===== src/rtl/dmw_pkg.sv =====
package dmw_pkg;
  localparam int NZONE  = 5;
  localparam int ZIDX_W = 3;
  localparam int MAP_AW = 14;
  // upper (exclusive) limit of zones 0..4; the last limit starts on-chip space
  localparam logic [NZONE-1:0][MAP_AW-1:0] ZONE_LIMIT =
    {14'h3800, 14'h3400, 14'h3000, 14'h0800, 14'h0400};
  typedef logic [ZIDX_W-1:0] zone_idx_t;
endpackage


===== src/rtl/dmw_zone_decode.sv =====
module dmw_zone_decode
  import dmw_pkg::*;
#(
  parameter int ADDR_W = 14
) (
  input  logic [ADDR_W-1:0] addr,
  output logic              ext_hit,
  output zone_idx_t         zone
);
  always_comb begin
    zone    = '0;
    ext_hit = (MAP_AW'(addr) < ZONE_LIMIT[NZONE-1]);
    for (int i = 0; i < NZONE - 1; i++) begin
      if (MAP_AW'(addr) >= ZONE_LIMIT[i]) zone = zone_idx_t'(i + 1);
    end
  end
endmodule


===== src/rtl/dmw_wait_regs.sv =====
module dmw_wait_regs
  import dmw_pkg::*;
#(
  parameter int WAIT_W     = 3,
  parameter int RESET_WAIT = 7
) (
  input  logic                          clk,
  input  logic                          rst_n,
  input  logic                          cfg_we,
  input  zone_idx_t                     cfg_zone,
  input  logic [WAIT_W-1:0]             cfg_wait,
  output logic [NZONE-1:0][WAIT_W-1:0]  waits
);
  for (genvar g = 0; g < NZONE; g++) begin : g_zone
    logic [WAIT_W-1:0] cnt_q;
    always_ff @(posedge clk or negedge rst_n) begin
      if (!rst_n)                                      cnt_q <= WAIT_W'(RESET_WAIT);
      else if (cfg_we && (cfg_zone == zone_idx_t'(g))) cnt_q <= cfg_wait;
    end
    assign waits[g] = cnt_q;
  end
endmodule


===== src/rtl/dmw_access_seq.sv =====
module dmw_access_seq #(
  parameter int WAIT_W = 3
) (
  input  logic              clk,
  input  logic              rst_n,
  input  logic              active,
  input  logic [WAIT_W-1:0] wait_sel,
  output logic              done
);
  logic [WAIT_W-1:0] elapsed_q;
  logic [WAIT_W-1:0] held_q;
  logic [WAIT_W-1:0] target;

  // first cycle uses the live count; later cycles use the latched one
  assign target = (elapsed_q == '0) ? wait_sel : held_q;
  assign done   = (elapsed_q == target);

  always_ff @(posedge clk or negedge rst_n) begin
    if (!rst_n) begin
      elapsed_q <= '0;
      held_q    <= '0;
    end else if (active) begin
      if (elapsed_q == '0) held_q <= wait_sel;
      elapsed_q <= done ? '0 : elapsed_q + 1'b1;
    end else begin
      elapsed_q <= '0;
    end
  end
endmodule


===== src/rtl/dmw_wait_gen.sv =====
module dmw_wait_gen
  import dmw_pkg::*;
#(
  parameter int ADDR_W     = 14,
  parameter int DATA_W     = 16,
  parameter int WAIT_W     = 3,
  parameter int RESET_WAIT = 7
) (
  input  logic              clk,
  input  logic              rst_n,
  input  logic              cfg_we,
  input  logic [2:0]        cfg_zone,
  input  logic [WAIT_W-1:0] cfg_wait,
  input  logic              req_valid,
  output logic              req_ready,
  input  logic              req_write,
  input  logic [ADDR_W-1:0] req_addr,
  input  logic [DATA_W-1:0] req_wdata,
  output logic              int_sel,
  output logic              rd_valid,
  output logic [DATA_W-1:0] rd_data,
  output logic [ADDR_W-1:0] ext_addr,
  output logic              ext_sel_n,
  output logic              ext_rd_n,
  output logic              ext_wr_n,
  output logic [DATA_W-1:0] ext_dout,
  input  logic [DATA_W-1:0] ext_din
);
  logic                         ext_hit;
  zone_idx_t                    zone;
  logic [NZONE-1:0][WAIT_W-1:0] waits;
  logic [WAIT_W-1:0]            zone_wait;
  logic                         ext_go;
  logic                         seq_done;

  dmw_zone_decode #(.ADDR_W(ADDR_W)) u_decode (
    .addr(req_addr), .ext_hit(ext_hit), .zone(zone)
  );

  dmw_wait_regs #(.WAIT_W(WAIT_W), .RESET_WAIT(RESET_WAIT)) u_regs (
    .clk(clk), .rst_n(rst_n), .cfg_we(cfg_we), .cfg_zone(zone_idx_t'(cfg_zone)),
    .cfg_wait(cfg_wait), .waits(waits)
  );

  always_comb begin
    zone_wait = '0;
    for (int i = 0; i < NZONE; i++)
      if (zone == zone_idx_t'(i)) zone_wait = waits[i];
  end

  assign ext_go = req_valid & ext_hit;

  dmw_access_seq #(.WAIT_W(WAIT_W)) u_seq (
    .clk(clk), .rst_n(rst_n), .active(ext_go), .wait_sel(zone_wait), .done(seq_done)
  );

  assign req_ready = ~ext_go | seq_done;
  assign int_sel   = req_valid & ~ext_hit;
  assign ext_addr  = req_addr;
  assign ext_sel_n = ~ext_go;
  assign ext_rd_n  = ~(ext_go & ~req_write);
  assign ext_wr_n  = ~(ext_go & req_write);
  assign ext_dout  = (ext_go & req_write) ? req_wdata : '0;

  always_ff @(posedge clk or negedge rst_n) begin
    if (!rst_n) begin
      rd_valid <= 1'b0;
      rd_data  <= '0;
    end else begin
      rd_valid <= ext_go & ~req_write & seq_done;
      if (ext_go & ~req_write & seq_done) rd_data <= ext_din;
    end
  end
endmodule


===== config.mk =====
export PLATFORM = sky130hd
export DESIGN_NAME = dmw_wait_gen
export DESIGN_NICKNAME = d
export VERILOG_FILES = /design/src/rtl/dmw_pkg.sv /design/src/rtl/dmw_zone_decode.sv /design/src/rtl/dmw_wait_regs.sv /design/src/rtl/dmw_access_seq.sv /design/src/rtl/dmw_wait_gen.sv
export SDC_FILE = /design/constraint.sdc
export NUM_CORES = 1
export LEC_CHECK = 0
export BUFFER_PORTS_ARGS = -buffer_cell sky130_fd_sc_hd__buf_4
export CORE_MARGIN = 2
export CORE_UTILIZATION = 45
export DETAILED_ROUTE_END_ITERATION = 10
export HOLD_SLACK_MARGIN = 0.12
export PLACE_DENSITY_LB_ADDON = 0.15
export RECOVER_POWER = 25
export SLEW_MARGIN = 25
export SYNTH_ARGS = -nofsm -noshare
export SYNTH_HDL_FRONTEND = slang
export SYNTH_SLANG_ARGS = --single-unit

===== constraint.sdc =====
create_clock -name clk -period 2.5 [get_ports clk]
set_input_delay 0.375 -clock clk [delete_from_list [all_inputs] [get_ports clk]]
set_output_delay 0.375 -clock clk [all_outputs]
set_load 0.01 [all_outputs]

==> results.json, run 1 <==
{
  "status": "completed",
  "gr-usage-all-layers": 0.173,
  "final_common_cell": "sky130_fd_sc_hd__buf_4",
  "flow.area_growth_from_synthesis_pct": 40.0,
  "antenna_found_initial": 0,
  "grt_pass1_wl_mm": 6.98,
  "dieArea_um2": 5300,
  "mostFrequentLayoutCells": "97 x sky130_fd_sc_hd__buf_4, 23 x sky130_fd_sc_hd__dfrtp_1, 22 x sky130_fd_sc_hd__mux2_2",
  "clock_sinks": 38,
  "top_ff_cell_synth": "sky130_fd_sc_hd__dfrtp_1",
  "syn_inst": 190,
  "timing.max_cap.violations": 0,
  "crit_path_end_kind": "output port",
  "die_h_um": 72.8,
  "netlist_area_um2": 2130,
  "setup_violations": 0,
  "layout-drive-gt1-share": 0.604,
  "numPortBuffers": 88,
  "first_pass_iters": 5,
  "drt_first_iter_violations": 62,
  "netSwitchingPower_uw": 867,
  "worst_hold_class": "input port to flop",
  "post-route-min-period_ns": 2.45,
  "setup.worst_path.start_class": "flop",
  "slew_violations": 0,
  "ioPinCount": 109,
  "place_area_um2": 2770,
  "final_cell_area_um2": 2980,
  "internal_power_summed_over_all_cells_mw": 1.82,
  "post_synth.cell_area_avg_um2": 11.2,
  "pwr-share-seq": 0.379,
  "slew_margin_rel": 0.388,
  "worst-path-max-fanout": 3,
  "data_arrival_time_at_the_worst_slack_endpoint_ns": 2.07,
  "grt_overflow_total": 0,
  "finalPower_mw": 2.69,
  "ys_ff_latch": 38,
  "synth.yosys.seq_area_share": 0.456,
  "final_hold_viol_count": 0,
  "peakVddDrop_mv": 0.511,
  "clock_tree.buffer_depth": 2,
  "die_width_um": 72.8,
  "drt_wirelength_mm": 4.68,
  "final.hold.worst_slack_ns": 0.306,
  "antenna-diode-count": 0,
  "cts.clk_slew.worst_paths_ns": 0.08,
  "nFillCells": 403,
  "power_density_nw_per_um2": 903,
  "pwr-share-comb": 0.473,
  "path_class": "flop to output port",
  "actual_slew_at_the_worst_max_slew_pin_ns": 0.918,
  "hpwl_mm": 3.54,
  "clk-insertion-delay-late_ns": 0.29,
  "synth.yosys.warnings": 0,
  "detailedPlace.worstSlack_ns": 0.00481,
  "floorplan.initialDensity": 0.460,
  "postRouteAntennaNets": 0,
  "max_freq_mhz": 409,
  "cts_root_buffer": "sky130_fd_sc_hd__clkbuf_8",
  "synth_fp_nets": 249,
  "h_tree_depth_reported_by_cts": 2,
  "vias_in_the_first_global_route": 1526,
  "power.share.clock": 0.148,
  "wl_per_cell_um": 14.1,
  "fp-row-count": 25,
  "routabilityCongestion": 0.774,
  "swShare": 0.322,
  "tritoncts": "built",
  "drt_drc_violations_left": 0,
  "timing.clock.skew_ns": 0.00826,
  "final_critical_path_setup_slack_ns": 0.0525,
  "pin_count_of_the_biggest_net_entering_global_routing": 39,
  "detailroute.via_count": 1666,
  "synth-async-reset-ratio": 1.00,
  "ys_types": 34,
  "synth-edff-count": 0,
  "nets": 336,
  "route.detailed.vias_per_inst": 5.02,
  "period_share": 0.979,
  "cts_buffers": 5,
  "p_leak_nw": 1.45,
  "critical_path_required_time_ns": 2.12,
  "core-area_um2": 4630,
  "finalSetupTns_ns": 0
}
==> critical path, cell delays in order (launching register included) <==
cell and delay, ns:
sky130_fd_sc_hd__dfstp_2 0.38, sky130_fd_sc_hd__or4_1 0.45, sky130_fd_sc_hd__a21oi_4 0.24, sky130_fd_sc_hd__o311a_1 0.25, sky130_fd_sc_hd__nor4_4 0.05, sky130_fd_sc_hd__a31oi_2 0.21, sky130_fd_sc_hd__inv_1 0.05, sky130_fd_sc_hd__buf_4 0.14
==> stage by stage <==
step | utilization | std cells
finish | 0.644 | 332
global route | 0.644 | 332
CTS | 0.625 | 327
detailed placement | 0.598 | 318
global placement | 0.598 | 318
floorplan | - | 190
==> metal layers <==
metal	wire, um	vias up	global-route usage
met2	2190	70	0.279
met3	394	13	0.0525
met4	98	0	0.0720
met5	0	-	0
li1	-	818	-
met1	1990	765	0.216
==> what timing repair did <==
item / 4_1_cts / 5_1_grt
buffers inserted: 0 / 5
endpoints found under the hold margin: 23 / 0
gates resized for setup: 8 / 11
endpoints found under the setup margin: 1 / 1
hold buffers: 1 / 0
pin swaps: 1 / 6
==> cells in the mapped netlist, types with 4 or more instances <==
| master | n | area [um^2] |
|---|---|---|
| sky130_fd_sc_hd__mux2_4 | 9 | 135 |
| sky130_fd_sc_hd__o21ai_0 | 4 | 20.0 |
| sky130_fd_sc_hd__nand2_1 | 11 | 41.3 |
| sky130_fd_sc_hd__buf_4 | 15 | 113 |
| sky130_fd_sc_hd__nor2_1 | 6 | 22.5 |
| sky130_fd_sc_hd__mux2_2 | 22 | 248 |
| sky130_fd_sc_hd__a21oi_1 | 11 | 55.1 |
| sky130_fd_sc_hd__and2_1 | 20 | 125 |
| sky130_fd_sc_hd__nand2b_1 | 5 | 31.3 |
| sky130_fd_sc_hd__inv_1 | 8 | 30.0 |
| sky130_fd_sc_hd__dfstp_2 | 15 | 394 |
| sky130_fd_sc_hd__dfrtp_1 | 23 | 576 |
==> sequential cells by signal, summed over array words and instances (netlist names) <==
register and flops:
rd_data 16, rd_valid 1, u_regs.g_zone.cnt_q 15, u_seq.elapsed_q 3, u_seq.held_q 3
==> layout make-up <==
class                   count  area (um^2)  area share
clock buffers               6         72.6      0.0244
clock inverters             2         10.0     0.00336
inverters                   8         30.0      0.0101
multi-input cells         124         1070       0.358
flip-flops and latches     38          970       0.325
well taps                  54         67.6      0.0227
repair buffers            100          763       0.256
==> path summary, 6_finish.rpt <==
kind / from / slack, ns / depth (start not counted) / to
worst max-delay path: u_regs.g_zone[0].cnt_q[1] / 0.05 / 7 / req_ready
worst min-delay path: ext_din[14] / 0.31 / 2 / rd_data[14]
worst max register to register: u_regs.g_zone[1].cnt_q[1] / 0.21 / 8 / rd_data[15]
worst min register to register: u_seq.held_q[0] / 0.50 / 2 / u_seq.held_q[0]
max in group asynchronous: rst_n / 1.18 / 2 / rd_data[13]
min in group asynchronous: rst_n / 0.75 / 2 / rd_data[5]
==> power groups by stage <==
stage	logic (mW)	registers [mW]	clock network [mW]
2_1_floorplan	0.652	1.06	0
3_3_place_gp	1.10	1.02	0
3_5_place_dp	1.12	1.02	0
4_1_cts	1.14	1.02	0.413
5_1_grt	1.38	1.05	0.438
6_report	1.27	1.02	0.399
==> cells by family after synthesis <==
kind of cell | synth area share
and+or+nand+nor | 0.183
DFF | 0.456
muxes | 0.180
buffers and inverters | 0.0829
AOI/OAI and AO/OA | 0.0782
xor gates and xnor gates | 0.00823
adders and majority gates | 0.0118
No activity file was read; power rests on OpenSTA's default activity.
==> run 2, diff against run 1 <==
Settings changed: SKIP_CTS_REPAIR_TIMING set to 1, SYNTH_HIERARCHICAL set to 1.
==> results.json, run 2 <==
{
  "status": "finished with violations",
  "violations": "setup timing",
  "yosys-top-cells-count": "23 x sky130_fd_sc_hd__dfrtp_1, 18 x sky130_fd_sc_hd__mux2_4, 17 x sky130_fd_sc_hd__mux2_2, 16 x sky130_fd_sc_hd__and2_1, 15 x sky130_fd_sc_hd__dfstp_2",
  "synth-edff-count": 0,
  "flow.area_growth_from_synthesis_pct": 39.9,
  "final.hold.worst_slack_ns": 0.313,
  "final_cell_area_um2": 2980,
  "path_class": "input port to output port",
  "vias_in_the_first_global_route": 1558,
  "synth_top_area_cell": "sky130_fd_sc_hd__dfrtp_1",
  "synth.yosys.warnings": 6,
  "ys_ff_latch": 38,
  "synth_fp_nets": 222,
  "synth_compound_gate_area_share": 0.0452,
  "netlist_area_um2": 2130,
  "detailroute.via_count": 1558,
  "cts_root_buffer": "sky130_fd_sc_hd__clkbuf_8",
  "crit_path_end_kind": "output port",
  "whs_endpoint": "rd_data[5]",
  "ioPinCount": 109,
  "reg2reg_slack_ns": 0.20,
  "die_width_um": 72.8,
  "final_common_cell": "sky130_fd_sc_hd__buf_4",
  "finalNonFillerCells": 310,
  "postRouteAntennaNets": 0,
  "route.detailed.vias_per_inst": 5.03,
  "wl_per_cell_um": 14.9,
  "synth.yosys.seq_area_share": 0.455,
  "largestRegisters": "rd_data: 16 flops, u_regs/g_zone.cnt_q: 15 flops",
  "drt_wirelength_mm": 4.61,
  "antenna_found_initial": 0,
  "synthSimpleGateAreaFrac": 0.147,
  "setup_violations": 18,
  "worstHoldStart": "ext_din[5]",
  "h_tree_depth_reported_by_cts": 2,
  "dieArea_um2": 5300,
  "setup.worst_path.start_class": "input port",
  "first_pass_iters": 4,
  "grt_overflow_total": 0,
  "mostFrequentLayoutCells": "96 x sky130_fd_sc_hd__buf_4, 23 x sky130_fd_sc_hd__dfrtp_1, 16 x sky130_fd_sc_hd__and2_1, 16 x sky130_fd_sc_hd__mux2_2, 15 x sky130_fd_sc_hd__dfstp_2",
  "drt_first_iter_violations": 29,
  "clk-insertion-delay-late_ns": 0.29,
  "critical_path_required_time_ns": 2.12,
  "post_synth.cell_area_avg_um2": 13.1,
  "detailedPlace.worstSlack_ns": -0.643,
  "synth_top_area_share": 0.270,
  "tritoncts": "built",
  "peakVddDrop_mv": 0.520,
  "slew_margin_rel": 0.385,
  "core-area_um2": 4630,
  "post_synth_main_area_contributors": "sky130_fd_sc_hd__dfrtp_1 27%, sky130_fd_sc_hd__dfstp_2 18%, sky130_fd_sc_hd__mux2_4 13%",
  "synth-async-reset-ratio": 1.00,
  "finalPower_mw": 2.70,
  "drt_drc_violations_left": 0,
  "power_density_nw_per_um2": 907,
  "grt_pass1_wl_mm": 7.22,
  "pin_count_of_the_biggest_net_entering_global_routing": 39,
  "r2r-start": "u_regs/g_zone[4].cnt_q[0]",
  "final_critical_path_setup_slack_ns": -0.388,
  "worst_setup_path_startpoint": "req_addr[13]",
  "cts.clk_slew.worst_paths_ns": 0.07,
  "most_used_standard_cell_by_instance_count_after_synthesis": "sky130_fd_sc_hd__dfrtp_1",
  "yosys-mux-area-fraction": 0.254,
  "hpwl_mm": 3.55,
  "whs_path_depth": 2,
  "routabilityCongestion": 0.768,
  "postLayoutCoreUtil": 0.644,
  "slew_violations": 0,
  "cts_buffers": 5,
  "numPortBuffers": 88,
  "die_h_um": 72.8,
  "ys_types": 35,
  "post-route-min-period_ns": 2.89,
  "layout-drive-gt1-share": 0.660,
  "syn_inst": 163,
  "worst_hold_class": "input port to flop",
  "clock_tree.buffer_depth": 2,
  "setup_repair_after_global_routing_missed_its_margin": "yes",
  "period_share": 1.16,
  "floorplan.initialDensity": 0.461,
  "nets": 314,
  "synth_top_family_by_area": "multiplexers",
  "registers.top_by_ff_count": "rd_data",
  "timing.max_cap.violations": 0,
  "dp_cells": 298,
  "clock_sinks": 38,
  "finalSetupTns_ns": -5.18,
  "top_ff_cell_synth": "sky130_fd_sc_hd__dfrtp_1",
  "fp-row-count": 25,
  "place_area_um2": 2850,
  "gr-usage-all-layers": 0.176,
  "rr_endpoint": "rd_data[14]",
  "data_arrival_time_at_the_worst_slack_endpoint_ns": 2.51,
  "worst-path-max-fanout": 4,
  "p_leak_nw": 1.46,
  "post_synth_fa_ha_maj_area_fraction": 0.0117,
  "max_reg_flops": 16,
  "max_freq_mhz": 346,
  "antenna-diode-count": 0,
  "worstRegToRegCells": 10,
  "final_hold_viol_count": 0,
  "actual_slew_at_the_worst_max_slew_pin_ns": 0.922,
  "post_synth_xor_area_fraction": 0.0123,
  "timing.clock.skew_ns": 0.00732
}
run 2: changes by cell type after synthesis, moves of 4 or more:
cell | before | now
sky130_fd_sc_hd__mux2_2 | 22 | 17
sky130_fd_sc_hd__mux2_4 | 9 | 18
sky130_fd_sc_hd__and2_1 | 20 | 16
sky130_fd_sc_hd__nand2b_1 | 5 | 1
sky130_fd_sc_hd__nand2_1 | 11 | 4
sky130_fd_sc_hd__mux2i_1 | 0 | 8
sky130_fd_sc_hd__a21oi_1 | 11 | 0
run 2: logic make-up (layout without fill, tap and decap cells):
logic type      count (synthesis)  in the layout
compound gates                 12             12
xor+xnor                        3              3
fa+ha+maj                       2              2
buf+inv                        25            118
flops                          38             38
mux                            43             43
simple gates                   40             40
run 2: final cells by class:
| cell class | instances | area, um^2 |
|---|---|---|
| fill | 381 | 1650 |
| multi-input combinational | 100 | 1030 |
| sequential | 38 | 970 |
| timing repair buffer | 104 | 801 |
| clock buffer | 7 | 86.3 |
| tap | 54 | 67.6 |
| inverter | 6 | 22.5 |
| clock inverter | 1 | 5.00 |
run 2: where the power goes:
part           leakage, nW  switching [mW]  total, mW  internal (mW)
clock               0.0482           0.205      0.428          0.222
sequential           0.441           0.129       1.01          0.882
combinational        0.968           0.476       1.27          0.790
total                 1.46           0.810       2.70           1.89
run 2: routing by layer:
| metal | up-vias | wire, um | share of wire | track usage |
|---|---|---|---|---|
| li1 | 739 | - | - | - |
| met1 | 723 | 1910 | 0.41 | 0.226 |
| met2 | 90 | 2240 | 0.49 | 0.286 |
| met3 | 6 | 430 | 0.093 | 0.0580 |
| met4 | 0 | 33 | 0.0072 | 0.0494 |
| met5 | - | 0 | 0 | 0 |
run 2: worst max-delay path, stage by stage:
cell	delay, ns
sky130_fd_sc_hd__buf_8	0.10
sky130_fd_sc_hd__or4b_4	0.54
sky130_fd_sc_hd__o31ai_4	0.11
sky130_fd_sc_hd__mux2i_1	0.27
sky130_fd_sc_hd__o32ai_2	0.11
sky130_fd_sc_hd__a31o_2	0.23
sky130_fd_sc_hd__mux2i_1	0.15
sky130_fd_sc_hd__xnor2_1	0.12
sky130_fd_sc_hd__and3_4	0.16
sky130_fd_sc_hd__or2_4	0.22
sky130_fd_sc_hd__buf_6	0.12
run 2: worst max-delay path by stage:
stage	endpoint	depth (start not counted)
after global routing	req_ready	11
after detailed placement	rd_data[14]	12
final	req_ready	11
after floorplan	rd_data[0]	12
after CTS	req_ready	11
after global placement	rd_data[1]	12
==> run 3, diff against run 2 <==
Settings changed: SYNTH_HIERARCHICAL 1 to unset.
==> results.json, run 3 (synthesized netlist as in run 1, its figures left out) <==
{
  "cts.clk_slew.worst_paths_ns": 0.08,
  "die_h_um": 72.8,
  "route.detailed.vias_per_inst": 5.07,
  "whs_path_depth": 2,
  "flow.area_growth_from_synthesis_pct": 41.4,
  "die_width_um": 72.8,
  "data_arrival_time_at_the_worst_slack_endpoint_ns": 2.05,
  "core-area_um2": 4630,
  "routabilityCongestion": 0.774,
  "tritoncts": "built",
  "slew_margin_rel": 0.390,
  "drt_first_iter_violations": 38,
  "final_hold_viol_count": 0,
  "h_tree_depth_reported_by_cts": 2,
  "max_freq_mhz": 412,
  "largestRegisters": "rd_data: 16 flops, u_regs.g_zone.cnt_q: 15 flops",
  "registers.top_by_ff_count": "rd_data",
  "p_leak_nw": 1.46,
  "floorplan.initialDensity": 0.460,
  "max_reg_flops": 16,
  "path_class": "flop to output port",
  "post-route-min-period_ns": 2.43,
  "drt_wirelength_mm": 4.67,
  "setup.worst_path.start_class": "flop",
  "clk-insertion-delay-late_ns": 0.29,
  "period_share": 0.972,
  "critical_path_required_time_ns": 2.12,
  "crit_path_end_kind": "output port",
  "antenna_found_initial": 0,
  "detailroute.via_count": 1674,
  "first_pass_iters": 4,
  "worst_hold_class": "input port to flop",
  "clock_sinks": 38,
  "cts_root_buffer": "sky130_fd_sc_hd__clkbuf_8",
  "setup_violations": 0,
  "worstRegToRegCells": 8,
  "ioPinCount": 109,
  "postRouteAntennaNets": 0,
  "gr-usage-all-layers": 0.168,
  "antenna-diode-count": 0,
  "numPortBuffers": 88,
  "timing.clock.skew_ns": 0.00882,
  "layout-drive-gt1-share": 0.609,
  "slew_violations": 0,
  "wl_per_cell_um": 14.2,
  "cts_buffers": 5,
  "mostFrequentLayoutCells": "95 x sky130_fd_sc_hd__buf_4, 23 x sky130_fd_sc_hd__dfrtp_1, 22 x sky130_fd_sc_hd__mux2_2",
  "vias_in_the_first_global_route": 1513,
  "finalNonFillerCells": 330,
  "actual_slew_at_the_worst_max_slew_pin_ns": 0.915,
  "status": "completed",
  "hpwl_mm": 3.54,
  "grt_overflow_total": 0,
  "worst-path-max-fanout": 2,
  "power_density_nw_per_um2": 898,
  "drt_drc_violations_left": 0,
  "dieArea_um2": 5300,
  "peakVddDrop_mv": 0.514,
  "final_common_cell": "sky130_fd_sc_hd__buf_4",
  "grt_pass1_wl_mm": 6.81,
  "pin_count_of_the_biggest_net_entering_global_routing": 39,
  "clock_tree.buffer_depth": 2,
  "fp-row-count": 25,
  "timing.max_cap.violations": 0,
  "dp_cells": 318,
  "nets": 334,
  "final.hold.worst_slack_ns": 0.306
}
run 3: cell types whose count changed in the layout (fill, tap and decap cells not counted), moves of 6 or more:
cell / before / now
sky130_fd_sc_hd__a21oi_1: 0 / 6
sky130_fd_sc_hd__mux2_1: 6 / 0
sky130_fd_sc_hd__mux2_2: 16 / 22
sky130_fd_sc_hd__mux2i_1: 8 / 0
sky130_fd_sc_hd__nand2_1: 4 / 11
run 3: power breakdown:
group | leakage (nW) | internal, mW | switching (mW)
Sequential | 0.444 | 0.881 | 0.139
Clock | 0.0450 | 0.193 | 0.206
Combinational | 0.968 | 0.746 | 0.537
run 3: metal layers:
metal	vias up	global-route usage	routed length, um
li1	819	-	-
met1	771	0.206	2010
met2	69	0.273	2160
met3	15	0.0525	400
met4	0	0.0720	101
met5	-	0	0
run 3: path summary, 6_finish.rpt:
check	slack (ns)	to	from
hold reg to reg	0.48	u_seq.held_q[0]	u_seq.held_q[0]
min in group asynchronous	0.75	u_seq.elapsed_q[0]	rst_n
setup reg to reg	0.21	rd_data[15]	u_regs.g_zone[1].cnt_q[2]
setup / recovery	0.07	req_ready	u_regs.g_zone[1].cnt_q[2]
max in group asynchronous	1.18	rd_data[13]	rst_n
hold / removal	0.31	rd_data[14]	ext_din[14]
run 3: critical path, cell delays in order, from the launching register on:
cell,delay [ns]
sky130_fd_sc_hd__dfstp_2,0.37
sky130_fd_sc_hd__or4b_1,0.52
sky130_fd_sc_hd__a21oi_4,0.20
sky130_fd_sc_hd__nor4_4,0.07
sky130_fd_sc_hd__nor4_4,0.31
sky130_fd_sc_hd__a31oi_2,0.13
sky130_fd_sc_hd__inv_1,0.06
sky130_fd_sc_hd__buf_4,0.11
run 3: final cells by class:
| type | count | area [um^2] |
|---|---|---|
| clock buffer | 6 | 72.6 |
| clock inverter | 2 | 10.0 |
| fill | 398 | 1620 |
| inverter | 8 | 30.0 |
| multi-input combinational | 124 | 1110 |
| sequential | 38 | 970 |
| tap | 54 | 67.6 |
| timing repair buffer | 98 | 748 |
run 3: per-stage QoR:
stage	power [mW]	worst slack (ns)	setup TNS [ns]	util	instance area [um^2]
2_1_floorplan	1.71	0.111	0	-	2130
3_3_place_gp	2.12	0.0219	0	0.598	2770
3_5_place_dp	2.13	0.00481	0	0.598	2770
4_1_cts	2.54	-0.160	-0.160	0.616	2850
5_1_grt	2.88	-0.0251	-0.0251	0.650	3010
6_report	2.70	0.0701	0	0.650	3010
